--- config.mk ---
export PLATFORM = sky130hd
export DESIGN_NAME = raster_timing_gen
export DESIGN_NICKNAME = d
export VERILOG_FILES = /design/src/rtl/raster_pkg.sv /design/src/rtl/raster_counter.sv /design/src/rtl/pulse_window.sv /design/src/rtl/raster_timing_gen.sv
export SDC_FILE = /design/constraint.sdc
export NUM_CORES = 1
export LEC_CHECK = 0
export BUFFER_PORTS_ARGS = -buffer_cell sky130_fd_sc_hd__buf_2
export CAP_MARGIN = 20
export CORE_ASPECT_RATIO = 0.7
export CORE_MARGIN = 4
export CORE_UTILIZATION = 62
export CTS_BUF_LIST = sky130_fd_sc_hd__clkbuf_4
export DETAILED_ROUTE_END_ITERATION = 12
export PLACE_DENSITY = 0.93
export SYNTH_ARGS = -nofsm -noshare
export SYNTH_HDL_FRONTEND = slang
export SYNTH_HIERARCHICAL = 1
export SYNTH_SLANG_ARGS = --single-unit
--- constraint.sdc ---
create_clock -name clk -period 17.5 [get_ports clk]
set_clock_uncertainty 0.15 [all_clocks]
set_input_delay 0.875 -clock clk [delete_from_list [all_inputs] [get_ports clk]]
set_output_delay 0.875 -clock clk [all_outputs]
set_load 0.05 [all_outputs]
--- src/rtl/raster_pkg.sv ---
package raster_pkg;
  // Offsets removed from the totals by the encoding of the total fields.
  localparam int unsigned H_TOTAL_BIAS = 5;
  localparam int unsigned V_TOTAL_BIAS = 2;
endpackage

--- src/rtl/raster_counter.sv ---
module raster_counter
  import raster_pkg::*;
#(
  parameter int HW = 9,
  parameter int VW = 11,
  localparam int HCW = HW + 1,
  localparam int VCW = VW + 1
) (
  input  logic           clk,
  input  logic           rst_n,
  input  logic [HW-1:0]  h_total,
  input  logic [VW-1:0]  v_total,
  output logic [HCW-1:0] hcnt,
  output logic [VCW-1:0] vcnt,
  output logic           line_end,
  output logic           frame_end
);
  function automatic logic [HCW-1:0] last_char(input logic [HW-1:0] t);
    return {1'b0, t} + HCW'(H_TOTAL_BIAS - 1);
  endfunction

  function automatic logic [VCW-1:0] last_line(input logic [VW-1:0] t);
    return {1'b0, t} + VCW'(V_TOTAL_BIAS - 1);
  endfunction

  assign line_end  = (hcnt == last_char(h_total));
  assign frame_end = line_end && (vcnt == last_line(v_total));

  always_ff @(posedge clk) begin
    if (!rst_n) begin
      hcnt <= '0;
      vcnt <= '0;
    end else if (line_end) begin
      hcnt <= '0;
      vcnt <= frame_end ? '0 : vcnt + 1'b1;
    end else begin
      hcnt <= hcnt + 1'b1;
    end
  end

  // the character counter never passes the last character of the line
  p_hcnt_bound_r1: assert property (@(posedge clk) disable iff (!rst_n)
    hcnt <= last_char(h_total))
    else $error("R1 character counter beyond line end");
endmodule

--- src/rtl/pulse_window.sv ---
module pulse_window #(
  parameter int CW = 10,
  parameter int SW = 9,
  parameter int EW = 5
) (
  input  logic          clk,
  input  logic          rst_n,
  input  logic          step,
  input  logic [CW-1:0] cnt,
  input  logic [SW-1:0] start,
  input  logic [EW-1:0] stop,
  output logic          active
);
  logic run_q;
  logic hit_start;
  logic hit_stop;

  assign hit_start = (cnt == CW'(start));
  assign hit_stop  = (cnt[EW-1:0] == stop);
  assign active    = hit_start | (run_q & ~hit_stop);

  always_ff @(posedge clk) begin
    if (!rst_n)    run_q <= 1'b0;
    else if (step) run_q <= active;
  end

  // a stop match (without a new start) ends the running pulse
  p_stop_ends_r3: assert property (@(posedge clk) disable iff (!rst_n)
    (step && run_q && hit_stop && !hit_start) |=> !run_q)
    else $error("R3 pulse did not end on stop match");
  // a start match always opens the pulse
  p_start_opens_r3: assert property (@(posedge clk) disable iff (!rst_n)
    (step && hit_start) |=> run_q)
    else $error("R3 pulse did not open on start match");
endmodule

--- src/rtl/raster_timing_gen.sv ---
module raster_timing_gen #(
  parameter int HW    = 9,
  parameter int VW    = 11,
  parameter int HBE_W = 6,
  parameter int HSE_W = 5,
  parameter int VBE_W = 8,
  parameter int VSE_W = 4,
  localparam int HCW  = HW + 1,
  localparam int VCW  = VW + 1
) (
  input  logic             clk,
  input  logic             rst_n,
  input  logic [HW-1:0]    h_total_cfg,
  input  logic [HW-1:0]    h_disp_cfg,
  input  logic [HW-1:0]    h_blank_start_cfg,
  input  logic [HBE_W-1:0] h_blank_end_cfg,
  input  logic [HW-1:0]    h_sync_start_cfg,
  input  logic [HSE_W-1:0] h_sync_end_cfg,
  input  logic [VW-1:0]    v_total_cfg,
  input  logic [VW-1:0]    v_disp_cfg,
  input  logic [VW-1:0]    v_blank_start_cfg,
  input  logic [VBE_W-1:0] v_blank_end_cfg,
  input  logic [VW-1:0]    v_sync_start_cfg,
  input  logic [VSE_W-1:0] v_sync_end_cfg,
  input  logic [VW-1:0]    line_cmp_cfg,
  input  logic [1:0]       sync_neg,
  input  logic [1:0]       sync_off,
  input  logic             screen_off,
  output logic             hsync,
  output logic             vsync,
  output logic             disp_en,
  output logic             blank,
  output logic             line_match,
  output logic [VW-1:0]    raster_line
);
  // Frame-stable copy of the counted timing fields
  logic [HW-1:0]    sh_htot, sh_hdisp, sh_hbs, sh_hss;
  logic [HBE_W-1:0] sh_hbe;
  logic [HSE_W-1:0] sh_hse;
  logic [VW-1:0]    sh_vtot, sh_vdisp, sh_vbs, sh_vss, sh_lcmp;
  logic [VBE_W-1:0] sh_vbe;
  logic [VSE_W-1:0] sh_vse;

  logic [HCW-1:0] hcnt;
  logic [VCW-1:0] vcnt;
  logic           line_end, frame_end;
  logic           hs_act, vs_act, hb_act, vb_act;
  logic           h_vis, v_vis, at_cmp;

  always_ff @(posedge clk) begin
    if (!rst_n || frame_end) begin
      sh_htot  <= h_total_cfg;
      sh_hdisp <= h_disp_cfg;
      sh_hbs   <= h_blank_start_cfg;
      sh_hbe   <= h_blank_end_cfg;
      sh_hss   <= h_sync_start_cfg;
      sh_hse   <= h_sync_end_cfg;
      sh_vtot  <= v_total_cfg;
      sh_vdisp <= v_disp_cfg;
      sh_vbs   <= v_blank_start_cfg;
      sh_vbe   <= v_blank_end_cfg;
      sh_vss   <= v_sync_start_cfg;
      sh_vse   <= v_sync_end_cfg;
      sh_lcmp  <= line_cmp_cfg;
    end
  end

  raster_counter #(.HW(HW), .VW(VW)) u_cnt (
    .clk(clk), .rst_n(rst_n), .h_total(sh_htot), .v_total(sh_vtot),
    .hcnt(hcnt), .vcnt(vcnt), .line_end(line_end), .frame_end(frame_end)
  );

  pulse_window #(.CW(HCW), .SW(HW), .EW(HSE_W)) u_hsync (
    .clk(clk), .rst_n(rst_n), .step(1'b1), .cnt(hcnt),
    .start(sh_hss), .stop(sh_hse), .active(hs_act)
  );
  pulse_window #(.CW(HCW), .SW(HW), .EW(HBE_W)) u_hblank (
    .clk(clk), .rst_n(rst_n), .step(1'b1), .cnt(hcnt),
    .start(sh_hbs), .stop(sh_hbe), .active(hb_act)
  );
  pulse_window #(.CW(VCW), .SW(VW), .EW(VSE_W)) u_vsync (
    .clk(clk), .rst_n(rst_n), .step(line_end), .cnt(vcnt),
    .start(sh_vss), .stop(sh_vse), .active(vs_act)
  );
  pulse_window #(.CW(VCW), .SW(VW), .EW(VBE_W)) u_vblank (
    .clk(clk), .rst_n(rst_n), .step(line_end), .cnt(vcnt),
    .start(sh_vbs), .stop(sh_vbe), .active(vb_act)
  );

  assign h_vis  = (hcnt <= HCW'(sh_hdisp));
  assign v_vis  = (vcnt <= VCW'(sh_vdisp));
  assign at_cmp = (hcnt == '0) && (vcnt == VCW'(sh_lcmp));

  always_ff @(posedge clk) begin
    if (!rst_n) begin
      hsync       <= 1'b0;
      vsync       <= 1'b0;
      disp_en     <= 1'b0;
      blank       <= 1'b0;
      line_match  <= 1'b0;
      raster_line <= '0;
    end else begin
      hsync       <= (hs_act & ~sync_off[0]) ^ sync_neg[0];
      vsync       <= (vs_act & ~sync_off[1]) ^ sync_neg[1];
      disp_en     <= h_vis & v_vis & ~screen_off;
      blank       <= hb_act | vb_act | screen_off;
      line_match  <= at_cmp;
      raster_line <= vcnt[VW-1:0];
    end
  end

  p_screen_off_r8: assert property (@(posedge clk) disable iff (!rst_n)
    screen_off |=> (!disp_en && blank))
    else $error("R8 screen_off not honoured");
  p_hsync_off_r7: assert property (@(posedge clk) disable iff (!rst_n)
    sync_off[0] |=> (hsync == $past(sync_neg[0])))
    else $error("R7 hsync not held inactive");
  p_vsync_off_r7: assert property (@(posedge clk) disable iff (!rst_n)
    sync_off[1] |=> (vsync == $past(sync_neg[1])))
    else $error("R7 vsync not held inactive");
  p_match_single_r9: assert property (@(posedge clk) disable iff (!rst_n)
    line_match |=> !line_match)
    else $error("R9 line_match longer than one clock");
  p_shadow_hold_r11: assert property (@(posedge clk) disable iff (!rst_n)
    !frame_end |=> ($stable(sh_htot) && $stable(sh_vtot)))
    else $error("R11 timing copy changed mid-frame");
endmodule

==> results.ini <==
[outcome]
status = finished clean

[timing]
fin_crit_ns = 4.098
worstMarginPinSlew_ns = 0.9251
max_slew_margin_pct = 38.27
rsz0062_at_grt = false
drv_slew = 0
max_freq_ghz = 0.2440
setup-tns-final_ns = 0
period_share_pct = 23.42
whs_ns = 0.3391
finalHoldViolCount = 0
setup_viol = 0

[synth]
avgSynthCellArea_um2 = 12.61
synth_seq_cells = 156
synth_edf_count = 114
netlist.area_leader.share_pct = 47.88
synth_seq_area_share_pct = 59.64
synth_cell_types = 57
synth.largest_area_cell = edfxtp_1
yosysWarnings = 6
synth_common_cells = edfxtp_1 (114), xnor2_1 (65), xor2_1 (48), dfxtp_1 (42), inv_1 (29)
synthCells = 567
synthesis.area_um2 = 7149
synthFlopType = edfxtp_1
synth_top_cells_by_area = edfxtp_1 (48%), dfxtp_1 (12%), xnor2_1 (8.0%)
synthArstFlopShare_pct = 0
synth_most_common_cell = edfxtp_1

[layout]
final_nets = 861
area_growth_pct = 16.24
drive_gt1_share_pct = 25.51
diodes = 0

[worst_setup_path]
worst-path-buf-inv = 2
slowest_stage = or4_4
r2r_end = sh_hbs[8]$_DFFE_PP_
critPathKind = register to register
r2r_slack_ns = 13.40
crit_required_ns = 17.56
path_max_fanout = 79
rr_worst_depth = 10
worst_setup_path_end_kind = register
start_kind = register
r2r-start = sh_htot[2]$_DFFE_PP_
cp.arrival_ns = 4.16
crit_chain = ha_1 -> o21ba_1 -> a22oi_1 -> a21oi_1 -> or4_4 -> or2_1 -> nor2_1 -> nand2b_4 -> buf_4 -> buf_16
max_stage_delay_ns = 0.57
crit_family = simple AND/OR/NAND/NOR gates

[power]
clockPowerShare_pct = 29.9
vdd_drop_max_mv = 0.06174
power_frac_comb_pct = 10.3
power.switching_w = 0.0001934
intPower_w = 0.0005458
seq_power_share_pct = 59.8
powerDensity_nw_per_um2 = 88.95
p_sw_share_pct = 26.17
p_leak_nw = 3.298

[detailed_routing]
dr.pass1.iters = 6
drc = 0
drt-initial-drc-count = 493
wl_per_cell_um = 18.15
final_antenna_net_count = 0
routed_wl_um = 16010
num_vias = 5083
vias_per_cell = 5.763

[clocking]
root_buffer = clkbuf_4
cts_tree = done
postCtsSetupBuffers = 0
clockBufferDepth = 2
cts.repair.resized = 0
cts_htree_levels = 4
ctsHoldBuffers = 0
clk_pin_slew_worst_paths_ns = 0.14
clock_sinks = 156
cts-buffers-inserted = 17
clock_latency_ns = 0.54

[hold_path]
hold-path-cell-count = 1
hold_end = sh_hbs[2]$_DFFE_PP_
hold_path_class = primary input to register
hold_start = h_blank_start_cfg[2]

[floorplanning]
ios = 137
start_util_pct = 64.23
dieArea_um2 = 13340
rows = 32
die_w_um = 136.3
fp.coreArea_um2 = 11130
chipHeight_um = 97.85

[grt]
antenna_found_initial = 0
grt-ovfl-total = 0
grt_pass1_vias = 5252
grt_pass1_wl_um = 25680
grt_start_max_net_pins = 90
grt_use_total_pct = 24.79

[placed_design]
place.gp.congestion = 0.8749
portBuffers = 136
place_hpwl_um = 11360

[run]
maxCapViolations = 0

==> stage by stage <==
step                      utilization [%]  setup WS (ns)  instances  total power [W]  instance area (um2)
after global routing                74.66          13.15        882        0.0007705                 8310
after detailed placement            71.80          13.16        849        0.0005254                 7991
after floorplan                         -          11.77        570        0.0004954                 7161
after CTS                           74.42          13.14        881        0.0007417                 8283
final                               74.66          13.40        882        0.0007392                 8310
after global placement              71.80          13.37        849        0.0005190                 7991
==> worst reg2reg max path: stages (launching register included) <==
cell and delay (ns):
edfxtp_1 0.50, ha_1 0.33, o21ba_1 0.22, a22oi_1 0.24, a21oi_1 0.10, or4_4 0.57
or2_1 0.42, nor2_1 0.17, nand2b_4 0.38, buf_4 0.30, buf_16 0.32
==> flip-flops by register name, indices dropped and copies added, names as in the netlist, 10 cells and up <==
register,cells
sh_vss,11
sh_vtot,11
sh_vbs,11
u_cnt/hcnt,10
sh_vdisp,11
u_cnt/vcnt,12
raster_line,11
sh_lcmp,11
==> cell families (layout without fill, tap and decap cells) <==
| family | after synthesis | after routing | synth area share [%] |
|---|---|---|---|
| AOI/OAI and AO/OA | 65 | 65 | 6.335 |
| xor gates and xnor gates | 113 | 113 | 13.84 |
| adders and majority gates | 24 | 24 | 4.200 |
| buffers and inverters | 40 | 199 | 2.310 |
| DFF | 156 | 156 | 59.64 |
| other | 1 | 4 | 0.05245 |
| and+or+nand+nor | 168 | 168 | 13.62 |
==> routing by layer <==
metal  GRT usage [%]  vias to the layer above  wire (um)
met5               0                        -          0
met3           5.252                       42       1329
met4           9.837                        0        375
met2           40.78                      256       7761
met1           32.29                     2419       6541
li1                -                     2366          -
==> cells in the final DEF (no fill, tap or decap), types with 5 or more instances in the layout <==
| master | count |
|---|---|
| nor2_1 | 28 |
| edfxtp_1 | 114 |
| nor3_1 | 10 |
| nor4_1 | 8 |
| o21ai_0 | 9 |
| xnor2_1 | 65 |
| a31oi_1 | 6 |
| dfxtp_1 | 42 |
| clkbuf_4 | 17 |
| nor4_2 | 5 |
| and2_1 | 15 |
| xor2_1 | 48 |
| nand2_1 | 25 |
| nand3_1 | 21 |
| a21oi_1 | 14 |
| buf_2 | 136 |
| nand4_1 | 21 |
| ha_1 | 24 |
| inv_1 | 29 |
==> worst max path at each step <==
stage                          from                   end  slack [ns]  cells past startpoint
2_1_floorplan  sh_htot[2]$_DFFE_PP_   sh_hbe[0]$_DFFE_PP_       11.77                     10
3_3_place_gp   sh_htot[2]$_DFFE_PP_  sh_vtot[8]$_DFFE_PP_       13.37                      9
3_5_place_dp   sh_htot[2]$_DFFE_PP_   sh_hbe[5]$_DFFE_PP_       13.16                      9
4_1_cts        sh_htot[2]$_DFFE_PP_  sh_lcmp[2]$_DFFE_PP_       13.14                      9
5_1_grt        sh_htot[2]$_DFFE_PP_   sh_hbs[8]$_DFFE_PP_       13.15                     10
6_report       sh_htot[2]$_DFFE_PP_   sh_hbs[8]$_DFFE_PP_       13.40                     10
==> power by group through the flow <==
stage | clock network, W | registers (W) | logic [W]
after floorplan | 0 | 0.000449 | 0.0000468
after global placement | 0 | 0.000449 | 0.0000699
after detailed placement | 0 | 0.000451 | 0.0000743
after CTS | 0.000224 | 0.000443 | 0.0000752
after global routing | 0.000241 | 0.000445 | 0.0000840
final | 0.000221 | 0.000442 | 0.0000761
==> cell type report <==
class	instances	area (um2)
Clock buffer	17	127.6
Clock inverter	15	163.9
Fill cell	718	2820
Inverter	29	108.9
Multi-Input combinational cell	374	2739
Sequential cell	156	4264
Tap cell	153	191.4
Timing Repair Buffer	138	715.7
No activity file was read; power rests on OpenSTA's default activity.
